--- config.mk ---
export PLATFORM = sky130hd
export DESIGN_NAME = featmask_unit
export DESIGN_NICKNAME = d
export VERILOG_FILES = /design/src/rtl/featmask_pkg.sv /design/src/rtl/featmask_regs.sv /design/src/rtl/featmask_stage.sv /design/src/rtl/featmask_unit.sv
export SDC_FILE = /design/constraint.sdc
export NUM_CORES = 1
export LEC_CHECK = 0
export ABC_CLOCK_PERIOD_IN_PS = 1300
export BUFFER_PORTS_ARGS = -buffer_cell sky130_fd_sc_hd__buf_2
export CAP_MARGIN = 30
export CORE_MARGIN = 10
export CORE_UTILIZATION = 52
export CTS_CLUSTER_SIZE = 30
export DETAILED_ROUTE_END_ITERATION = 10
export PLACE_DENSITY = 0.85
export SKIP_CTS_REPAIR_TIMING = 1
export SLEW_MARGIN = 20
export SYNTH_ARGS = -nofsm -noshare
export SYNTH_HDL_FRONTEND = slang
export SYNTH_SLANG_ARGS = --single-unit
--- constraint.sdc ---
create_clock -name clk -period 1.3 [get_ports clk]
set_clock_uncertainty 0.05 [all_clocks]
set_input_delay 0.195 -clock clk [delete_from_list [all_inputs] [get_ports clk]]
set_output_delay 0.195 -clock clk [all_outputs]
set_load 0.05 [all_outputs]
--- src/rtl/featmask_pkg.sv ---
package featmask_pkg;

    localparam int          NUM_MASK = 2;
    localparam int          MASK_W   = 64;
    localparam logic [31:0] FN_BASIC = 32'h0000_0001;
    localparam logic [31:0] FN_EXT   = 32'h8000_0001;

    typedef enum logic [1:0] {
        TIER_NONE,
        TIER_SINGLE,
        TIER_DUAL
    } mask_tier_e;

    typedef struct packed {
        logic [31:0] a;
        logic [31:0] b;
        logic [31:0] c;
        logic [31:0] d;
    } quad_t;

    function automatic mask_tier_e decode_tier(input logic [31:0] sig);
        logic [7:0] xfam;
        logic [3:0] fam;
        logic [3:0] xmod;
        logic [3:0] mdl;
        mask_tier_e t;
        xfam = sig[27:20];
        fam  = sig[11:8];
        xmod = sig[19:16];
        mdl  = sig[7:4];
        t    = TIER_NONE;
        if (xfam == 8'h00 && fam == 4'h6) begin
            if (xmod == 4'h1 && (mdl == 4'h7 || mdl == 4'hD)) begin
                t = TIER_SINGLE;
            end else if (xmod == 4'h1 && (mdl == 4'hA || mdl == 4'hE || mdl == 4'hF)) begin
                t = TIER_DUAL;
            end else if (xmod == 4'h2 && (mdl == 4'h5 || mdl == 4'hC || mdl == 4'hE || mdl == 4'hF)) begin
                t = TIER_DUAL;
            end
        end
        return t;
    endfunction

endpackage

--- src/rtl/featmask_regs.sv ---
module featmask_regs #(
    parameter int                      ADDR_W = 32,
    parameter int                      MASK_W = 64,
    parameter int                      NUM    = 2,
    parameter logic [NUM-1:0]          IMPL   = '1,
    parameter logic [NUM*ADDR_W-1:0]   ADDRS  = '0
) (
    input  logic                  clk,
    input  logic                  rst_n,
    input  logic [ADDR_W-1:0]     cfg_addr,
    input  logic [MASK_W-1:0]     cfg_wdata,
    input  logic                  cfg_wr,
    input  logic                  cfg_rd,
    output logic [MASK_W-1:0]     cfg_rdata,
    output logic                  cfg_err,
    output logic [NUM*MASK_W-1:0] masks
);

    logic [NUM-1:0]    hit;
    logic [MASK_W-1:0] sel;
    logic              any_hit;

    for (genvar i = 0; i < NUM; i++) begin : g_mask
        if (IMPL[i]) begin : g_impl
            logic [MASK_W-1:0] mask_q;
            assign hit[i] = (cfg_addr == ADDRS[i*ADDR_W +: ADDR_W]);
            always_ff @(posedge clk or negedge rst_n) begin
                if (!rst_n) begin
                    mask_q <= '1;
                end else if (cfg_wr && hit[i]) begin
                    mask_q <= cfg_wdata;
                end
            end
            assign masks[i*MASK_W +: MASK_W] = mask_q;
        end else begin : g_absent
            assign hit[i]                    = 1'b0;
            assign masks[i*MASK_W +: MASK_W] = '1;
        end
    end

    always_comb begin
        sel     = '0;
        any_hit = 1'b0;
        for (int k = 0; k < NUM; k++) begin
            if (hit[k]) begin
                sel     = masks[k*MASK_W +: MASK_W];
                any_hit = 1'b1;
            end
        end
    end

    always_ff @(posedge clk or negedge rst_n) begin
        if (!rst_n) begin
            cfg_rdata <= '0;
            cfg_err   <= 1'b0;
        end else begin
            cfg_err <= (cfg_wr || cfg_rd) && !any_hit;
            if (cfg_rd) begin
                cfg_rdata <= sel;
            end
        end
    end

endmodule

--- src/rtl/featmask_stage.sv ---
module featmask_stage
    import featmask_pkg::*;
#(
    parameter int MASK_W = 64
) (
    input  logic              clk,
    input  logic              rst_n,
    input  logic              qry_valid,
    input  logic [31:0]       qry_func,
    input  quad_t             qry_word,
    input  logic [MASK_W-1:0] mask_basic,
    input  logic [MASK_W-1:0] mask_ext,
    output logic              rsp_valid,
    output quad_t             rsp_word
);

    localparam int HALF = MASK_W / 2;

    typedef enum logic {
        ST_IDLE,
        ST_DELIVER
    } stage_state_e;

    stage_state_e state_q, state_d;
    quad_t        masked;

    always_comb begin
        masked = qry_word;
        if (qry_func == FN_BASIC) begin
            masked.c = qry_word.c & mask_basic[HALF-1:0];
            masked.d = qry_word.d & mask_basic[MASK_W-1:HALF];
        end else if (qry_func == FN_EXT) begin
            masked.c = qry_word.c & mask_ext[HALF-1:0];
            masked.d = qry_word.d & mask_ext[MASK_W-1:HALF];
        end
    end

    always_comb begin
        state_d = state_q;
        unique case (state_q)
            ST_IDLE:    state_d = qry_valid ? ST_DELIVER : ST_IDLE;
            ST_DELIVER: state_d = qry_valid ? ST_DELIVER : ST_IDLE;
            default:    state_d = ST_IDLE;
        endcase
    end

    always_ff @(posedge clk or negedge rst_n) begin
        if (!rst_n) begin
            state_q <= ST_IDLE;
        end else begin
            state_q <= state_d;
        end
    end

    always_ff @(posedge clk or negedge rst_n) begin
        if (!rst_n) begin
            rsp_word <= '0;
        end else if (qry_valid) begin
            rsp_word <= masked;
        end
    end

    always_comb begin
        rsp_valid = (state_q == ST_DELIVER);
    end

endmodule

--- src/rtl/featmask_unit.sv ---
module featmask_unit
    import featmask_pkg::*;
#(
    parameter logic [31:0] PROC_SIG = 32'h0002_06C2,
    parameter int          ADDR_W   = 32
) (
    input  logic              clk,
    input  logic              rst_n,
    input  logic [ADDR_W-1:0] cfg_addr,
    input  logic [63:0]       cfg_wdata,
    input  logic              cfg_wr,
    input  logic              cfg_rd,
    output logic [63:0]       cfg_rdata,
    output logic              cfg_err,
    input  logic              qry_valid,
    input  logic [31:0]       qry_func,
    input  logic [31:0]       qry_a,
    input  logic [31:0]       qry_b,
    input  logic [31:0]       qry_c,
    input  logic [31:0]       qry_d,
    output logic              rsp_valid,
    output logic [31:0]       rsp_a,
    output logic [31:0]       rsp_b,
    output logic [31:0]       rsp_c,
    output logic [31:0]       rsp_d
);

    localparam mask_tier_e          TIER   = decode_tier(PROC_SIG);
    localparam logic [NUM_MASK-1:0] IMPL   = (TIER == TIER_DUAL)   ? 2'b11 :
                                             (TIER == TIER_SINGLE) ? 2'b01 : 2'b00;
    localparam logic [ADDR_W-1:0]   ADDR_B = ADDR_W'(32'h0000_0478 >> ((TIER == TIER_DUAL) ? 32 : 0))
                                             | ((TIER == TIER_DUAL) ? ADDR_W'(32'h130) : '0);
    localparam logic [ADDR_W-1:0]   ADDR_X = ADDR_W'(32'h0000_0131);

    logic [NUM_MASK*MASK_W-1:0] masks;
    quad_t                      q_word, r_word;

    featmask_regs #(
        .ADDR_W (ADDR_W),
        .MASK_W (MASK_W),
        .NUM    (NUM_MASK),
        .IMPL   (IMPL),
        .ADDRS  ({ADDR_X, ADDR_B})
    ) u_regs (
        .clk       (clk),
        .rst_n     (rst_n),
        .cfg_addr  (cfg_addr),
        .cfg_wdata (cfg_wdata),
        .cfg_wr    (cfg_wr),
        .cfg_rd    (cfg_rd),
        .cfg_rdata (cfg_rdata),
        .cfg_err   (cfg_err),
        .masks     (masks)
    );

    assign q_word = '{a: qry_a, b: qry_b, c: qry_c, d: qry_d};

    featmask_stage #(
        .MASK_W (MASK_W)
    ) u_stage (
        .clk        (clk),
        .rst_n      (rst_n),
        .qry_valid  (qry_valid),
        .qry_func   (qry_func),
        .qry_word   (q_word),
        .mask_basic (masks[MASK_W-1:0]),
        .mask_ext   (masks[2*MASK_W-1:MASK_W]),
        .rsp_valid  (rsp_valid),
        .rsp_word   (r_word)
    );

    assign rsp_a = r_word.a;
    assign rsp_b = r_word.b;
    assign rsp_c = r_word.c;
    assign rsp_d = r_word.d;

endmodule

==> metrics.cfg, run 1 <==
[cells_and_area]
drive_above_1_share_pct=63.7
fill_cells=1015
instances_no_fill=2243
area_growth_pct=65.9
nets=2090

[synthesis]
synthXorXnorAreaFrac_pct=0
synth_cells=1067
ys_ff_latch=322
syn_area_per_cell_um2=13.6
synth_top_family_by_area=multiplexers
synth_top_area_share_pct=33.5
yosys_warnings=0
ys_seq_area_share_pct=56.7
synth_top_area_cell=dfrtp_1
synth_adder_area_share_pct=0
synth_edf_count=0
synth-simple-area-share_pct=3.41
syn_area_mm2=0.0145
synth_area_leaders=dfrtp_1, mux2_2, dfstp_2, mux2i_1, o311ai_0
synth_flop_cell=dfrtp_1
ys_async_sr_fraction_pct=100
muxShareOfSynthArea_pct=29.3
synth_compound_area_share_pct=6.14
synth_cell_types=19
synth_nets=1328
synth_commonest_cells=mux2_2, dfrtp_1, dfstp_2, inv_1, nor3_1
synth.most_common_cell=mux2_2

[critical_path]
crit_top_cell=buf_6
slowest_stage=mux2_2
critPathArrivalTime_ns=2.12
cp_max_fo=10
endpoint_kind=register
setup.worst_path.class=in -> reg
critPathRequiredTime_ns=1.68
critPathLaunchType=input port
path_cells=buf_6 -> nor4_4 -> nand4_1 -> buf_6 -> nor4_4 -> buf_6 -> buf_8 -> mux2_2
max_stage_delay_ns=0.41

[floorplan]
io_pins=455
die_w_um=187
dieArea_mm2=0.0349
design.core.area_mm2=0.0276
initial_utilization_pct=52.4
fp-row-count=61
fp.dieH_um=187

[clock_network]
cts_root_buffer=clkbuf_16
clockBufferDepth=3
clock_sinks=322
cts_tree=yes
cts_buffers=35
clock_latency_ns=0.51
htreeDepth=2
clk_pin_slew_ns=0.07

[placement]
port_buffers=454
dpl.hpwl_mm=33.7
gp_congestion=0.827
placed_cells=1896

[drt]
totalWireLength_mm=72.4
drt_drc_violations_left=0
vias=14200
drt-vias-per-instance=6.35
ant_nets=0
detail_route.wl_per_cell_um=32.3
dr.pass1.iters=5
drt_iter0_drc=1515

[sta]
max_slew_margin_pct=64.2
tightestPinTransition_ns=0.522
max_freq_mhz=575
fin_crit_sh_pct=134
setup_viol=409
fin_ws_ns=-0.439
slew_viol_final=0
rsz0062_at_grt=yes
holdWs_ns=0.0377
min_period_ns=1.74
finalHoldViolations=0

[power_and_ir_drop]
p_leak_nw=11.3
peakVddDrop_v=0.000971
power_density_mw_per_mm2=1090

[global_route]
grt_max_degree=51
antenna_found_initial=7
grt_use_met1_pct=28.8
grtUsageMet3_pct=7.62
overflow=0
grt_pass1_wl_mm=70.9
met2_usage_pct=44.1
track_usage_pct=25.2
grt_pass1_vias=12200
busiest_layer=met2

[run]
drv_cap=0

[run_status]
status=finished, violations left
failed_checks=setup timing

[min_path]
hp-class=in -> reg

## cell usage in the layout (no fill, tap or decap), types with 8 or more instances in the layout
cell and n:
buf_2 248, buf_6 217, mux2_2 214, dlygate4sd3_1 194
dfrtp_1 193, dfstp_2 128, mux2_4 105, buf_4 98
inv_1 66, mux2i_1 64, o21ai_1 64, o311ai_1 54
clkbuf_16 46, nor3_2 25, buf_12 24, nor3_4 22
nor3_1 18, buf_8 14, clkbuf_1 13, nor4_4 11
diode_2 10, o311ai_2 10, clkbuf_8 8
## layout make-up
| class | instances | area, µm² | share of cell area (%) |
|---|---|---|---|
| diodes | 10 | 25.0 | 0.104 |
| clock buffers | 58 | 1080 | 4.51 |
| clock inverters | 5 | 50.0 | 0.208 |
| inverters | 66 | 248 | 1.03 |
| multi-input cells | 599 | 6630 | 27.6 |
| flip-flops and latches | 322 | 8220 | 34.2 |
| well taps | 378 | 473 | 1.97 |
| repair buffers | 805 | 7310 | 30.4 |
## state kept, by name, indices dropped and copies added (netlist names)
| signal | cells |
|---|---|
| u_stage.rsp_valid | 1 |
| u_regs.cfg_err | 1 |
| u_regs.g_mask.g_impl.mask_q | 128 |
| u_stage.rsp_word | 128 |
| u_regs.cfg_rdata | 64 |
## critical path: cells and delay by family
kind | cells | cell delay, ns
AND/OR/NAND/NOR | 3 | 0.83
buffers and inverters | 4 | 0.68
multiplexers | 1 | 0.41
## per-stage QoR
stage | util (%) | cell area, µm² | setup slack, ns | power [mW] | setup TNS (ns)
2_1_floorplan | - | 14800 | -0.683 | 12.9 | -117.98
3_3_place_gp | 64.9 | 17900 | -0.814 | 14.3 | -163.59
3_5_place_dp | 64.9 | 17900 | -0.887 | 14.4 | -169.81
4_1_cts | 69.0 | 19100 | -0.379 | 24.2 | -61.87
5_1_grt | 87.0 | 24000 | -0.409 | 26.6 | -61.94
6_report | 87.0 | 24000 | -0.439 | 26.1 | -60.27
## per-layer routing
layer	vias up	routed length, µm
li1	5432	-
met1	7087	24100
met2	1267	34800
met3	447	7360
met4	0	6200
met5	-	0
## power breakdown
group	internal (mW)	leakage, nW	switching, mW	total (mW)
Combinational	2.10	7.00	2.94	5.04
Clock	5.90	0.559	4.38	10.3
Sequential	10.4	3.76	0.371	10.8
## path summary, 6_finish.rpt
kind | from | endpoint | slack (ns) | depth (start not counted)
setup / recovery | cfg_addr[2] | u_regs.g_mask[1].g_impl.mask_q[35]$_DFFE_PN1P_ | -0.44 | 8
hold / removal | qry_valid | u_stage.rsp_word[126]$_DFFE_PN0P_ | 0.04 | 2
setup reg to reg | u_regs.g_mask[1].g_impl.mask_q[19]$_DFFE_PN1P_ | u_stage.rsp_word[51]$_DFFE_PN0P_ | -0.20 | 3
hold reg to reg | u_stage.rsp_word[83]$_DFFE_PN0P_ | u_stage.rsp_word[83]$_DFFE_PN0P_ | 0.49 | 1
max in group asynchronous | rst_n | u_regs.cfg_rdata[58]$_DFFE_PN0P_ | 0.30 | 3
min in group asynchronous | rst_n | u_stage.rsp_word[7]$_DFFE_PN0P_ | 0.17 | 2
## cell families (layout without fill, tap and decap cells)
group	count (synthesis)	after routing
flip-flops	322	322
other	0	10
AND/OR/NAND/NOR	86	86
buffers and inverters	146	934
AO/OA/AOI/OAI	129	129
multiplexers	384	384
(Power assumes the default switching activity.)
==> inputs of run 2 (changes only) <==
--- a/config.mk
+++ b/config.mk
@@ -9,12 +9,13 @@
 export BUFFER_PORTS_ARGS = -buffer_cell sky130_fd_sc_hd__buf_2
 export CAP_MARGIN = 30
 export CORE_MARGIN = 10
-export CORE_UTILIZATION = 52
+export CORE_UTILIZATION = 45
 export CTS_CLUSTER_SIZE = 30
 export DETAILED_ROUTE_END_ITERATION = 10
-export PLACE_DENSITY = 0.85
+export PLACE_DENSITY = 0.76
 export SKIP_CTS_REPAIR_TIMING = 1
 export SLEW_MARGIN = 20
 export SYNTH_ARGS = -nofsm -noshare
 export SYNTH_HDL_FRONTEND = slang
+export SYNTH_HIERARCHICAL = 1
 export SYNTH_SLANG_ARGS = --single-unit
==> run 2 against run 1 <==
Effect of this change:
- the run ends with hold timing, setup timing left
- die area rose by 13%
- routed wire length fell by 21%
- sequential power barely moved
- via count fell by 15%
- synthesized cell count fell by 6.5%
- largest power group unchanged
- worst hold slack got worse by 0.076 ns
- register-to-register slack improved by 0.24 ns
- critical endpoint is now u_regs/g_mask[0].g_impl.mask_q[31]$_DFFE_PN1P_
- power fell by 2.1%
- clock-buffer cell count did not move
- utilization fell by 14 points
- fmax rose by 8.8%
==> metrics.cfg, run 2 <==
[floorplan]
fp.dieH_um=199  ; +6.5%
io_pins=455  ; unchanged
initial_utilization_pct=45.6  ; -6.8 points
die_w_um=199  ; +6.5%
dieArea_mm2=0.0396  ; +13%
fp-row-count=65  ; +6.6%
design.core.area_mm2=0.0316  ; +15%

[synthesis]
ys_async_sr_fraction_pct=100  ; unchanged
synth_cell_types=22  ; +3
yosys_warnings=6  ; +6
synth_top_area_share_pct=33.6  ; +0.11 points
syn_area_per_cell_um2=14.5  ; +6.6%
synth_cells=998  ; -6.5%
synth_commonest_cells=mux2_2, dfrtp_1, mux2i_1, dfstp_2, nor3_1
synth_area_leaders=dfrtp_1, dfstp_2, mux2_2, mux2i_1, mux2_1
ys_ff_latch=322  ; unchanged
ys_seq_area_share_pct=56.9  ; +0.19 points
syn_area_mm2=0.0144  ; -0.33%
synth.most_common_cell=mux2_2
synth_top_area_cell=dfrtp_1
synth_nets=1259  ; -5.2%
synth_edf_count=0  ; unchanged
synth_flop_cell=dfrtp_1

[clock_network]
cts_buffers=36  ; +2.9%
cts_tree=yes
clockBufferDepth=3  ; unchanged
clock_latency_ns=0.50  ; about the same
htreeDepth=2  ; unchanged
clk_pin_slew_ns=0.06  ; about the same
cts_root_buffer=clkbuf_16
clock_sinks=322  ; unchanged

[cells_and_area]
layout_commonest_cell=buf_2
fill_cells=1803  ; +78%
mostFrequentLayoutCells=buf_2, buf_6, mux2i_1, dfrtp_1, dlygate4sd3_1
nets=1984  ; -5.1%
top_regs=u_regs/g_mask.g_impl.mask_q x128, u_stage/rsp_word x128, u_regs/cfg_rdata x64
area_growth_pct=59.4
drive_above_1_share_pct=59.5  ; -4.2 points
instances_no_fill=2158  ; -3.8%

[run_status]
failed_checks=hold timing, setup timing
status=finished, violations left

[critical_path]
cp.buffers_inverters=5  ; +1
cp_max_fo=8  ; -2
rrSetupSlack_ns=0.04  ; +0.24 ns
slowest_stage=mux2_2
critPathLaunch=cfg_addr[12]
path_delay_family=buffers and inverters
setup.worst_path.class=in -> reg
endpoint=u_regs/g_mask[0].g_impl.mask_q[31]$_DFFE_PN1P_
endpoint_kind=register
timing.rr.start=u_regs/g_mask[1].g_impl.mask_q[11]$_DFFE_PN1P_
critPathRequiredTime_ns=1.68  ; about the same
max_stage_delay_ns=0.33  ; -0.08 ns
critPathArrivalTime_ns=1.98  ; -0.14 ns
rr_worst_depth=3  ; unchanged
critPathLaunchType=input port
path_cells=buf_2 -> nor4_2 -> nand4_1 -> buf_6 -> nor4_4 -> buf_4 -> buf_12 -> clkbuf_16 -> mux2_2
cp.depth=9  ; +1
rr_endpoint=u_regs/cfg_rdata[11]$_DFFE_PN0P_

[sta]
fin_ws_ns=-0.298  ; +0.140 ns
max_freq_mhz=626  ; +8.8%
fin_crit_sh_pct=123  ; -11 points
holdWs_ns=-0.0387  ; -0.0764 ns
tns_ns=-30.23  ; +30.03 ns
rsz0062_at_grt=yes
finalHoldViolations=4  ; +4
tightestPinTransition_ns=0.582  ; +0.0599 ns
max_slew_margin_pct=61.2  ; -3.0 points
setup_viol=253  ; -38%
min_period_ns=1.60  ; -0.140 ns
slew_viol_final=0  ; unchanged

[drt]
top_layer=met5
vias=12000  ; -15%
totalWireLength_mm=57.0  ; -21%
wl_met3_mm=4.41  ; -40%
ant_nets=0  ; unchanged
dr_wl_met2_mm=29.1  ; -16%
dr.pass1.iters=4  ; -1
detail_route.wl_per_cell_um=26.4  ; -18%
drt_iter0_drc=602  ; -60%
drt-vias-per-instance=5.58  ; -12%
route.layer.met1.wl_mm=21.4  ; -11%
drt_drc_violations_left=0  ; unchanged

[placement]
place_ws_ns=-0.760  ; +0.127 ns
dpl.hpwl_mm=33.3  ; -1.3%
port_buffers=454  ; unchanged
placed_cells=1860  ; -1.9%
gp_congestion=0.825  ; -0.18%

[power_and_ir_drop]
p_leak_nw=10.6  ; -6.1%
peakVddDrop_v=0.00103  ; +6.2%
power_density_mw_per_mm2=1110  ; +2.3%
power_mw=25.6  ; -2.1%

[global_route]
track_usage_pct=21.6  ; -3.6 points
grt_pass1_vias=11500  ; -5.6%
overflow=0  ; unchanged
grt_max_degree=50  ; -2.0%
antenna_found_initial=6  ; -1
grt_pass1_wl_mm=67.2  ; -5.3%

[min_path]
hp-class=in -> reg

[run]
drv_cap=0  ; unchanged

run 2: changes by cell type after synthesis, sizes merged:
cell | previous run | this run
mux2 | 320 | 256
nor4 | 14 | 13
nor2 | 0 | 1
a31oi | 0 | 64
nor3 | 65 | 66
nor4b | 1 | 2
o311ai | 64 | 0
inv | 66 | 2
mux2i | 64 | 192
o21ai | 64 | 0
nor3b | 1 | 0
clkbuf | 43 | 21
buf | 37 | 53
run 2: logic make-up (layout without fill, tap and decap cells):
logic type / Yosys count / after routing / synth area share, %
compound gates: 65 / 65 / 2.83
buf+inv: 76 / 827 / 3.11
flops: 322 / 322 / 56.9
mux: 448 / 448 / 33.3
other cells: 0 / 7 / 0
simple gates: 87 / 87 / 3.85
run 2: per-layer routing:
metal	vias to the layer above	track usage, %
li1	5142	-
met1	6174	25.4
met2	604	38.1
met3	118	5.79
met4	2	5.76
met5	-	0
run 2: final cells by class:
cell class | instances | area [µm²] | area share, %
antenna | 7 | 17.5 | 0.0761
clock buffer | 58 | 1080 | 4.72
clock inverter | 6 | 36.3 | 0.158
inverter | 2 | 7.51 | 0.0326
multi-input combinational | 600 | 6350 | 27.6
sequential | 322 | 8220 | 35.7
tap | 402 | 503 | 2.19
timing repair buffer | 761 | 6780 | 29.5
run 2: tightest hold or removal path, cell delays in order:
cell	delay (ns)
buf_2	0.08
mux2i_1	0.06
a31oi_1	0.13
run 2: worst min path at each step:
stage / start / endpoint / cells past startpoint
finish: qry_d[12] / u_stage/rsp_word[12]$_DFFE_PN0P_ / 3
global route: qry_d[12] / u_stage/rsp_word[12]$_DFFE_PN0P_ / 3
CTS: rst_n / u_regs/cfg_rdata[43]$_DFFE_PN0P_ / 1
detailed placement: rst_n / u_regs/cfg_rdata[45]$_DFFE_PN0P_ / 1
global placement: rst_n / u_regs/cfg_rdata[45]$_DFFE_PN0P_ / 1
floorplan: rst_n / u_regs/cfg_err$_DFF_PN0_ / 0
run 2: through the flow:
step,util [%],cell area [µm²]
after floorplan,-,14700
after global placement,56.6,17900
after detailed placement,56.6,17900
after CTS,60.1,19000
after global routing,72.7,23000
final,72.7,23000
run 2: power breakdown:
| group | switching (mW) | internal [mW] |
|---|---|---|
| Combinational | 2.87 | 2.13 |
| Sequential | 0.356 | 10.5 |
| Clock | 4.05 | 5.71 |
